<file path="src/rtl/irq_setclr_pkg.sv">
package irq_setclr_pkg;

  localparam int IDX_W   = 2;
  localparam int SRC_MAX = 8;

  typedef logic [SRC_MAX-1:0] srcvec_t;

  typedef enum logic [IDX_W-1:0] {
    IDX_OFF  = 2'd0,
    IDX_ON   = 2'd1,
    IDX_MASK = 2'd2,
    IDX_PEND = 2'd3
  } reg_idx_e;

  // mask after one edge: on-strobe bits set, off-strobe bits cleared
  function automatic srcvec_t mask_next(srcvec_t cur, srcvec_t on, srcvec_t off);
    return (cur | on) & ~off;
  endfunction

  // one pending bit: release wins, otherwise latch an enabled high line
  function automatic logic pend_bit_next(logic cur, logic lvl, logic en, logic rel);
    if (rel) return 1'b0;
    return cur | (lvl & en);
  endfunction

  // acknowledge only when a latched bit is released
  function automatic logic ack_bit_next(logic cur, logic rel);
    return cur & rel;
  endfunction

endpackage

</file>
<file path="src/rtl/irq_setclr_decode.sv">
module irq_setclr_decode
  import irq_setclr_pkg::*;
#(
  parameter int NSRC = 3
) (
  input  logic             sel,
  input  logic             we,
  input  logic [IDX_W-1:0] idx,
  input  logic [NSRC-1:0]  wbits,
  output logic [NSRC-1:0]  on_bits,
  output logic [NSRC-1:0]  off_bits,
  output logic [NSRC-1:0]  clr_bits
);

  logic wr;
  assign wr = sel & we;

  always_comb begin
    on_bits  = '0;
    off_bits = '0;
    clr_bits = '0;
    if (wr) begin
      case (idx)
        IDX_ON:   on_bits  = wbits;
        IDX_OFF:  off_bits = wbits;
        IDX_PEND: clr_bits = wbits;
        default:  ;
      endcase
    end
  end

endmodule

</file>
<file path="src/rtl/irq_setclr_mask.sv">
module irq_setclr_mask
  import irq_setclr_pkg::*;
#(
  parameter int NSRC = 3
) (
  input  logic            clk,
  input  logic            rst_n,
  input  logic [NSRC-1:0] on_bits,
  input  logic [NSRC-1:0] off_bits,
  output logic [NSRC-1:0] mask_q
);

  srcvec_t nxt_wide;
  assign nxt_wide = mask_next(srcvec_t'(mask_q), srcvec_t'(on_bits), srcvec_t'(off_bits));

  logic unused_nxt_hi;
  if (NSRC < SRC_MAX) begin : g_hi
    assign unused_nxt_hi = ^nxt_wide[SRC_MAX-1:NSRC];
  end else begin : g_nohi
    assign unused_nxt_hi = 1'b0;
  end

  always_ff @(posedge clk or negedge rst_n) begin
    if (!rst_n) mask_q <= '0;
    else        mask_q <= nxt_wide[NSRC-1:0];
  end

endmodule

</file>
<file path="src/rtl/irq_setclr_pend.sv">
module irq_setclr_pend
  import irq_setclr_pkg::*;
#(
  parameter int NSRC = 3
) (
  input  logic            clk,
  input  logic            rst_n,
  input  logic [NSRC-1:0] lvl,
  input  logic [NSRC-1:0] mask,
  input  logic [NSRC-1:0] clr_bits,
  output logic [NSRC-1:0] pend_q,
  output logic [NSRC-1:0] ack_q
);

  for (genvar i = 0; i < NSRC; i++) begin : g_src
    always_ff @(posedge clk or negedge rst_n) begin
      if (!rst_n) begin
        pend_q[i] <= 1'b0;
        ack_q[i]  <= 1'b0;
      end else begin
        pend_q[i] <= pend_bit_next(pend_q[i], lvl[i], mask[i], clr_bits[i]);
        ack_q[i]  <= ack_bit_next(pend_q[i], clr_bits[i]);
      end
    end
  end

endmodule

</file>
<file path="src/rtl/irq_setclr_rdmux.sv">
module irq_setclr_rdmux
  import irq_setclr_pkg::*;
#(
  parameter int NSRC = 3,
  parameter int DW   = 32
) (
  input  logic [IDX_W-1:0] idx,
  input  logic [NSRC-1:0]  mask,
  input  logic [NSRC-1:0]  pend,
  output logic [DW-1:0]    rdata
);

  always_comb begin
    rdata = '0;
    case (idx)
      IDX_MASK: rdata[NSRC-1:0] = mask;
      IDX_PEND: rdata[NSRC-1:0] = pend;
      default:  ;
    endcase
  end

endmodule

</file>
<file path="src/rtl/irq_setclr_ctrl.sv">
module irq_setclr_ctrl
  import irq_setclr_pkg::*;
#(
  parameter int NSRC = 3,
  parameter int DW   = 32
) (
  input  logic             clk,
  input  logic             rst_n,
  input  logic             acc_sel,
  input  logic             acc_we,
  input  logic [IDX_W-1:0] acc_idx,
  input  logic [DW-1:0]    acc_wdata,
  output logic [DW-1:0]    acc_rdata,
  input  logic [NSRC-1:0]  src_lvl,
  output logic [NSRC-1:0]  src_mask,
  output logic [NSRC-1:0]  src_ack,
  output logic             irq
);

  logic [NSRC-1:0] on_bits;
  logic [NSRC-1:0] off_bits;
  logic [NSRC-1:0] clr_bits;
  logic [NSRC-1:0] mask_vec;
  logic [NSRC-1:0] pend_vec;

  logic unused_wdata_hi;
  if (DW > NSRC) begin : g_wd_hi
    assign unused_wdata_hi = ^acc_wdata[DW-1:NSRC];
  end else begin : g_wd_nohi
    assign unused_wdata_hi = 1'b0;
  end

  irq_setclr_decode #(.NSRC(NSRC)) u_dec (
    .sel      (acc_sel),
    .we       (acc_we),
    .idx      (acc_idx),
    .wbits    (acc_wdata[NSRC-1:0]),
    .on_bits  (on_bits),
    .off_bits (off_bits),
    .clr_bits (clr_bits)
  );

  irq_setclr_mask #(.NSRC(NSRC)) u_mask (
    .clk      (clk),
    .rst_n    (rst_n),
    .on_bits  (on_bits),
    .off_bits (off_bits),
    .mask_q   (mask_vec)
  );

  irq_setclr_pend #(.NSRC(NSRC)) u_pend (
    .clk      (clk),
    .rst_n    (rst_n),
    .lvl      (src_lvl),
    .mask     (mask_vec),
    .clr_bits (clr_bits),
    .pend_q   (pend_vec),
    .ack_q    (src_ack)
  );

  irq_setclr_rdmux #(.NSRC(NSRC), .DW(DW)) u_rd (
    .idx      (acc_idx),
    .mask     (mask_vec),
    .pend     (pend_vec),
    .rdata    (acc_rdata)
  );

  assign src_mask = mask_vec;
  assign irq      = |pend_vec;

endmodule

</file>
<file path="config.mk">
export PLATFORM = sky130hd
export DESIGN_NAME = irq_setclr_ctrl
export DESIGN_NICKNAME = d
export VERILOG_FILES = /design/src/rtl/irq_setclr_pkg.sv /design/src/rtl/irq_setclr_decode.sv /design/src/rtl/irq_setclr_mask.sv /design/src/rtl/irq_setclr_pend.sv /design/src/rtl/irq_setclr_rdmux.sv /design/src/rtl/irq_setclr_ctrl.sv
export SDC_FILE = /design/constraint.sdc
export NUM_CORES = 1
export LEC_CHECK = 0
export ABC_AREA = 1
export BUFFER_PORTS_ARGS = -buffer_cell sky130_fd_sc_hd__buf_2
export CAP_MARGIN = 25
export CORE_MARGIN = 4
export CORE_UTILIZATION = 31
export CTS_CLUSTER_DIAMETER = 100
export DETAILED_ROUTE_END_ITERATION = 8
export PLACE_DENSITY = 0.78
export REMOVE_ABC_BUFFERS = 1
export SLEW_MARGIN = 20
export SYNTH_ARGS = -nofsm -noshare
export SYNTH_HDL_FRONTEND = slang
export SYNTH_SLANG_ARGS = --single-unit
</file>
<file path="constraint.sdc">
create_clock -name clk -period 1.1 [get_ports clk]
set_clock_uncertainty 0.1 [all_clocks]
set_input_delay 0.11 -clock clk [delete_from_list [all_inputs] [get_ports clk]]
set_output_delay 0.11 -clock clk [all_outputs]
set_load 0.005 [all_outputs]
</file>
==> flow_summary.ini, run 1 <==
[run_status]
status = complete, but fails checks
failed_checks = negative setup slack

[synth]
synth_top_area_share_pct = 35.09
synth_top_family_by_area = buffers and inverters
synth_compound_area_share_pct = 4.678
muxShareOfSynthArea_pct = 0
yosysTopAreaCell = dfrtp_1
synthTopCellsByArea = dfrtp_1 35%, buf_4 34%, nand3_1 7.8%
ys_seq_elements = 9
synthAdderAreaFrac_pct = 0
syn_inst = 82
synthArstFlopShare_pct = 100.0
syn_area_per_cell_um2 = 7.828
synth-xor-area-share_pct = 0
seq_area_frac_synth_pct = 35.09
synth.most_common_cell = buf_4
ys.flop_type = dfrtp_1
ys_types = 12
synth-simple-area-share_pct = 22.22
yosysWarnings = 0
synth_area_um2 = 641.9
synth_edf_count = 0
yosys-top-cells-count = 29 x buf_4, 10 x nand3_1, 9 x dfrtp_1

[sta]
max_freq_ghz = 0.8643
finalWorstSetupSlack_ps = -56.95
hold_violations = 0
fin_crit_sh_pct = 105.2
maxSlewViolCount = 0
whs_ps = 0.9610
fin_crit_ps = 1157
finalSetupViolCount = 7
grt_setup_unrepaired = yes
setup_tns_ps = -209.0

[worst_setup_path]
arrival_ps = 950
slowest_stage = dfrtp_1
crit_fanout = 3
r2r_setup_slack_ps = 60
cp_num_buf_inv = 2
worstSetupPathType = reg -> out
worstPathCellList = inv_2, nand3_2, buf_2
crit_family = flip-flops
rr_startpoint = u_mask.mask_q[0]
required_ps = 890
worstSetupStartpointType = flip-flop
reg2reg_to = u_pend.pend_q[0]
cp-end-kind = primary output
r2r.worst_path.cells = 4
max_stage_delay_ps = 390

[cells_and_area]
drive_above_1_share_pct = 37.82
num_antenna_cells = 0
area_growth_pct = 28.85
fin_nets = 161
finish.utilization_pct = 42.16

[power_and_ir_drop]
p_leak_nw = 0.4762
peakVddDrop_v = 0.0004378
power.total_mw = 1.030
powerDensity_mw_per_mm2 = 1246

[placement]
dp_slack_ps = 200.4
place.gp.congestion = 0.8044
dp_hpwl_um = 1023
io_buffers = 21

[worst_hold_path]
hold_depth = 3
min_to = u_mask.mask_q[2]
hold_class = in -> reg
min_from = acc_wdata[2]

[job]
maxCapViolations = 0

[routing]
vias = 590
totalWireLength_um = 1485
viasPerCell = 4.041
route.detailed.drc = 0
drt_iter0_markers = 4
wl_per_cell_um = 10.17
firstDrtPassIters = 4
ant_nets = 0

[die]
ios = 80
rows = 16
die_y_um = 53.51
die_x_um = 53.51
die_area_mm2 = 0.002863
coreArea_mm2 = 0.001962
initial_utilization_pct = 32.72

[clocking]
cts_made_buffers = 3
cts_tree = yes
ctsRootBufferMaster = clkbuf_4
cts.sink_count = 9
cts_buffer_depth = 2
worstSkewPairLatency_ps = 270
cts.clk_slew.worst_paths_ps = 60
htree_levels = 1

[global_routing]
antenna_found_initial = 0
grt_pass1_wl_um = 1863
grt_pass1_vias = 456
grt_usage_pct = 9.668
grt_max_degree = 10
grt.overflow.total = 0
cell usage in the layout (no fill, tap or decap), drive strengths merged:
master / count
a21oi: 3
buf: 33
clkbuf: 4
conb: 29
dfrtp: 9
dlygate4sd3: 1
inv: 6
nand2: 8
nand3: 10
nand4: 3
nor2: 7
nor3: 3
o21ai: 3
tightest hold or removal path: cells and delay by family:
kind,cells,cell delay (ps)
buffers and inverters,1,100
and+or+nand+nor,2,130
how the worst max path moves through the flow:
stage	startpoint	to	slack, ps	cells after the start
finish	u_pend.pend_q[2]	irq	-60	3
global route	u_pend.pend_q[0]	acc_rdata[0]	-100	3
floorplan	u_mask.mask_q[1]	u_pend.pend_q[1]	320	2
CTS	u_pend.pend_q[1]	irq	-40	3
global placement	u_pend.pend_q[2]	acc_rdata[2]	190	3
detailed placement	u_mask.mask_q[2]	acc_rdata[2]	200	3
registers in the layout, summed over array words and instances (netlist names):
name,flops
u_mask.mask_q,3
u_pend.ack_q,3
u_pend.pend_q,3
final cells by class:
cell class	instances	area (um^2)
Sequential cell	9	225.2
Inverter	6	22.52
Clock buffer	4	26.28
Timing Repair Buffer	34	215.2
Tap cell	27	33.78
Fill cell	215	1135
Multi-Input combinational cell	66	304.0
layer usage:
| metal | track usage, % | wire length [um] | up-vias |
|---|---|---|---|
| li1 | - | - | 281 |
| met1 | 9.168 | 561 | 265 |
| met2 | 15.71 | 677 | 40 |
| met3 | 3.099 | 184 | 4 |
| met4 | 10.21 | 61 | 0 |
| met5 | 0 | 0 | - |
power by group:
group,internal (mW),total [mW],switching [mW]
Sequential,0.374,0.404,0.0297
Clock,0.140,0.262,0.122
Combinational,0.189,0.364,0.175
logic make-up (layout without fill, tap and decap cells):
family / after synthesis / after routing
AO/OA/AOI/OAI: 6 / 6
buffers and inverters: 35 / 44
flip-flops: 9 / 9
other: 1 / 29
AND/OR/NAND/NOR: 31 / 31
stage by stage:
step	instances	area, um^2
finish	146	827.0
global route	146	827.0
CTS	141	762.0
detailed placement	129	668.1
global placement	129	668.1
floorplan	81	529.3
repair_timing:
item                       in CTS  in global routing
hold endpoints to repair        9                  0
setup endpoints to repair       4                  7
pin swaps                       3                  1
hold buffers                    1                  0
setup buffers                   7                  5
gates resized for setup         7                  6
Power figures use the tool's default switching activity.
==> run 2: changes to the inputs <==
--- a/config.mk
+++ b/config.mk
@@ -5,7 +5,6 @@
 export SDC_FILE = /design/constraint.sdc
 export NUM_CORES = 1
 export LEC_CHECK = 0
-export ABC_AREA = 1
 export BUFFER_PORTS_ARGS = -buffer_cell sky130_fd_sc_hd__buf_2
 export CAP_MARGIN = 25
 export CORE_MARGIN = 4
@@ -14,6 +13,7 @@
 export DETAILED_ROUTE_END_ITERATION = 8
 export PLACE_DENSITY = 0.78
 export REMOVE_ABC_BUFFERS = 1
+export SETUP_SLACK_MARGIN = 0.02
 export SLEW_MARGIN = 20
 export SYNTH_ARGS = -nofsm -noshare
 export SYNTH_HDL_FRONTEND = slang
==> flow_summary.ini, run 2 <==
[die]
coreArea_mm2 = 0.001942
ios = 80
rows = 16
die_y_um = 53.06
initial_utilization_pct = 32.41
die_area_mm2 = 0.002815
die_x_um = 53.06

[job]
maxCapViolations = 0

[worst_setup_path]
critPathLaunch = u_pend.pend_q[0]
cp_num_buf_inv = 1
max_stage_delay_ps = 390
rr_startpoint = u_mask.mask_q[1]
r2r_setup_slack_ps = 170
arrival_ps = 1130
r2r.worst_path.cells = 1
crit_path_end = irq
worstSetupStartpointType = flip-flop
slowest_stage = dfrtp_1
worstPathCellList = or3_1, buf_2
reg2reg_to = u_mask.mask_q[1]
worstSetupPathType = reg -> out
crit_family = flip-flops
required_ps = 890
cp-end-kind = primary output
crit_fanout = 2
cp.depth = 2

[cells_and_area]
finalInstanceArea_um2 = 754.5
area_growth_pct = 19.88
final_common_cell = conb_1
reg_top3 = u_mask.mask_q (3), u_pend.ack_q (3), u_pend.pend_q (3)
stdcell_count = 121
num_antenna_cells = 0
layout_common_cells = 29 x conb_1, 21 x buf_2, 9 x dfrtp_1
drive_above_1_share_pct = 29.79
fin_nets = 136

[clocking]
worstSkewPairLatency_ps = 270
cts_buffer_depth = 2
ctsRootBufferMaster = clkbuf_4
cts.sink_count = 9
cts_tree = yes
cts.clk_slew.worst_paths_ps = 60
cts_made_buffers = 3
htree_levels = 1

[global_routing]
grt_usage_pct = 8.946
grt_max_degree = 10
antenna_found_initial = 0
grt.overflow.total = 0
grt_pass1_wl_um = 1656
grt_pass1_vias = 388

[routing]
totalWireLength_um = 1226
ant_nets = 0
vias = 476
viasPerCell = 3.934
wl_per_cell_um = 10.13
firstDrtPassIters = 5
route.detailed.drc = 0
drt_iter0_markers = 14

[synth]
syn_area_per_cell_um2 = 9.990
synthArstFlopShare_pct = 100.0
synth_area_um2 = 629.4
ys_seq_elements = 9
yosysWarnings = 0
synth.most_common_cell = buf_4
ys.flop_type = dfrtp_1
ys_types = 11
yosys-top-cells-count = 30 x buf_4, 9 x dfrtp_1, 6 x a21oi_1
yosysTopAreaCell = buf_4
synth_edf_count = 0
synthTopCellsByArea = buf_4 36%, dfrtp_1 36%, mux2_1 5.4%
syn_inst = 63
synth_top_area_share_pct = 35.79
seq_area_frac_synth_pct = 35.79

[sta]
hold_violations = 0
maxSlewViolCount = 0
finalSetupViolCount = 4
fin_crit_ps = 1335
finalWorstSetupSlack_ps = -235.5
fin_crit_sh_pct = 121.4
grt_setup_unrepaired = yes
whs_ps = 15.17
max_freq_ghz = 0.7488

[power_and_ir_drop]
p_leak_nw = 0.4141
peakVddDrop_v = 0.0004288
powerDensity_mw_per_mm2 = 1173
power.total_mw = 0.8848

[placement]
place_area_um2 = 663.1
dp_slack_ps = 45.86
dp_hpwl_um = 975.4
placedCellCount = 111
io_buffers = 21
place.gp.congestion = 0.6835

[worst_hold_path]
hold_class = in -> reg

[run_status]
status = complete, but fails checks
failed_checks = negative setup slack
run 2: cell types whose count changed after synthesis, moves of 3 or more:
cell,previous run,this run
nor2_1,7,0
nand4b_1,0,3
nand4_1,3,0
a21oi_1,3,6
nor3_1,3,0
nand3_1,10,0
inv_1,6,0
mux2i_1,0,3
nor2b_1,0,3
nand2_1,7,0
mux2_1,0,3
o21ai_0,3,0
and3_1,0,3
run 2: worst min-delay path by stage:
stage	start	endpoint	slack, ps	depth (start not counted)
after detailed placement	rst_n	u_pend.ack_q[0]	-130	1
final	acc_wdata[0]	u_pend.ack_q[0]	20	2
after global placement	rst_n	u_pend.ack_q[1]	-140	1
after floorplan	rst_n	u_mask.mask_q[0]	-290	0
after CTS	acc_wdata[0]	u_pend.ack_q[0]	6	2
after global routing	acc_wdata[0]	u_pend.ack_q[0]	20	2
run 2: final cells by class:
type                            instances  area (um^2)
Fill cell                             208         1187
Clock buffer                            4        26.28
Multi-Input combinational cell         52        284.0
Sequential cell                         9        225.2
Tap cell                               27        33.78
Timing Repair Buffer                   29        185.2
run 2: kinds of logic after synthesis:
group | Yosys count | synth area share, %
buffers and inverters | 30 | 35.79
AO/OA/AOI/OAI | 6 | 4.772
other | 1 | 0.5958
AND/OR/NAND/NOR | 11 | 12.92
flip-flops | 9 | 35.79
multiplexers | 6 | 10.14
run 2: per-stage QoR:
| stage | util [%] | TNS [ps] |
|---|---|---|
| 6_report | 38.85 | -825.7 |
| 5_1_grt | 38.85 | -1048 |
| 4_1_cts | 38.08 | -780.6 |
| 3_5_place_dp | 34.15 | 0 |
| 3_3_place_gp | 34.15 | 0 |
| 2_1_floorplan | - | 0 |
run 2: per-layer routing:
layer	global-route usage (%)	share of wire (%)	up-vias
met4	7.660	3.0	0
met1	7.204	31	223
met3	4.225	15	5
met5	0	0	-
met2	15.91	50	32
li1	-	-	216
run 2: repair_timing:
item	in CTS	in global routing
hold buffers	5	0
setup endpoints to repair	4	4
buffers inserted	0	1
gates resized for setup	0	2
hold endpoints to repair	12	0
run 2: where the power goes:
part / total, mW / internal, mW / switching (mW) / leakage, nW
clock: 0.254 / 0.140 / 0.114 / 0.0150
combinational: 0.224 / 0.117 / 0.107 / 0.293
sequential: 0.408 / 0.373 / 0.0350 / 0.106
==> run 3: changes to the inputs <==
--- a/config.mk
+++ b/config.mk
@@ -7,11 +7,11 @@
 export LEC_CHECK = 0
 export BUFFER_PORTS_ARGS = -buffer_cell sky130_fd_sc_hd__buf_2
 export CAP_MARGIN = 25
-export CORE_MARGIN = 4
-export CORE_UTILIZATION = 31
+export CORE_UTILIZATION = 32
+export CTS_BUF_LIST = sky130_fd_sc_hd__clkbuf_8
 export CTS_CLUSTER_DIAMETER = 100
 export DETAILED_ROUTE_END_ITERATION = 8
-export PLACE_DENSITY = 0.78
+export PLACE_DENSITY = 0.81
 export REMOVE_ABC_BUFFERS = 1
 export SETUP_SLACK_MARGIN = 0.02
 export SLEW_MARGIN = 20
==> flow_summary.ini, run 3 (synthesized netlist as in run 2, its figures left out) <==
[run_status]
status = complete, but fails checks
failed_checks = negative setup slack

[die]
rows = 15
die_area_mm2 = 0.002148
coreArea_mm2 = 0.001783
die_y_um = 46.35
initial_utilization_pct = 35.30
ios = 80
die_x_um = 46.35

[worst_setup_path]
crit_fanout = 2
rr_startpoint = u_mask.mask_q[1]
required_ps = 890
critPathLaunch = u_pend.pend_q[1]
arrival_ps = 1080
crit_path_end = irq
r2r.worst_path.cells = 1
r2r_setup_slack_ps = 180
reg2reg_to = u_mask.mask_q[1]
worstSetupStartpointType = flip-flop
cp-end-kind = primary output
worstSetupPathType = reg -> out

[cells_and_area]
final_common_cell = conb_1
num_antenna_cells = 0
area_growth_pct = 19.68
stdcell_count = 118
fin_nets = 135
drive_above_1_share_pct = 30.11
reg_top3 = u_mask.mask_q (3), u_pend.ack_q (3), u_pend.pend_q (3)
layout_common_cells = 29 x conb_1, 21 x buf_2, 9 x dfrtp_1
finalInstanceArea_um2 = 753.2

[sta]
hold_violations = 0
whs_ps = 48.42
setup_tns_ps = -571.0
fin_crit_ps = 1290
maxSlewViolCount = 0
finalSetupViolCount = 4
max_freq_ghz = 0.7751
finalWorstSetupSlack_ps = -190.2
grt_setup_unrepaired = yes
fin_crit_sh_pct = 117.3

[global_routing]
grt_max_degree = 10
grt_pass1_wl_um = 1642
grt_usage_pct = 11.47
grt.overflow.total = 0
antenna_found_initial = 0
grt_pass1_vias = 386

[clocking]
cts.clk_slew.worst_paths_ps = 40
htree_levels = 1
worstSkewPairLatency_ps = 230
cts_tree = yes
ctsRootBufferMaster = clkbuf_8
cts.sink_count = 9
cts_made_buffers = 3
postCtsResizedCells = 0
cts_buffer_depth = 2

[routing]
vias = 462
wl_per_cell_um = 9.195
route.detailed.drc = 0
viasPerCell = 3.915
drt_iter0_markers = 7
ant_nets = 0
firstDrtPassIters = 4
totalWireLength_um = 1085

[worst_hold_path]
hold_class = in -> reg

[placement]
place_area_um2 = 660.6
place.gp.congestion = 0.6768
dp_hpwl_um = 835.8
placedCellCount = 109
io_buffers = 21

[power_and_ir_drop]
powerDensity_mw_per_mm2 = 1322
power.total_mw = 0.9955
peakVddDrop_v = 0.0005325
p_leak_nw = 0.4185

[job]
maxCapViolations = 0
-- run 3: how the worst min path moves through the flow --
stage	end	start	slack (ps)	cells after the start
after floorplan	u_mask.mask_q[0]	rst_n	-290	0
after global routing	u_pend.ack_q[0]	acc_wdata[0]	50	2
after global placement	u_pend.ack_q[2]	rst_n	-140	1
after detailed placement	u_pend.pend_q[1]	rst_n	-130	1
after CTS	u_pend.ack_q[0]	acc_wdata[0]	50	2
final	u_pend.ack_q[0]	acc_wdata[0]	50	2
-- run 3: per-stage QoR --
| stage | setup WS [ps] | util, % |
|---|---|---|
| floorplan | 143.5 | - |
| global placement | 46.26 | 37.05 |
| detailed placement | 54.92 | 37.05 |
| CTS | -196.1 | 41.82 |
| global route | -227.8 | 42.25 |
| finish | -190.2 | 42.25 |
-- run 3: layer usage --
layer	up-vias	track usage, %	wire (um)
met5	-	0	0
met4	0	7.059	19
met3	4	6.275	115
met2	31	17.78	570
met1	212	11.96	380
li1	215	-	-
-- run 3: final cells by class --
type                       instances  area, um^2
clock inverter                     1       3.754
fill                             183        1030
timing repair buffer              28       167.7
clock buffer                       3       41.29
sequential                         9       225.2
multi-input combinational         52       284.0
tap                               25       31.28
-- run 3: report_power, final --
part | internal [mW] | switching, mW | total (mW) | leakage [nW]
sequential | 0.374 | 0.0334 | 0.407 | 0.106
clock | 0.243 | 0.135 | 0.378 | 0.0269
combinational | 0.109 | 0.102 | 0.210 | 0.285
-- run 3: worst max-delay path, cell delays in order, from the launching register on --
cell and delay, ps:
dfrtp_1 360, or3_1 360, buf_2 130
-- run 3: repair_timing --
item / CTS / global route
buffers inserted: 0 / 1
hold endpoints to repair: 12 / 0
endpoints found under the setup margin: 4 / 4
hold buffers: 4 / 0
pin swaps: 0 / 0
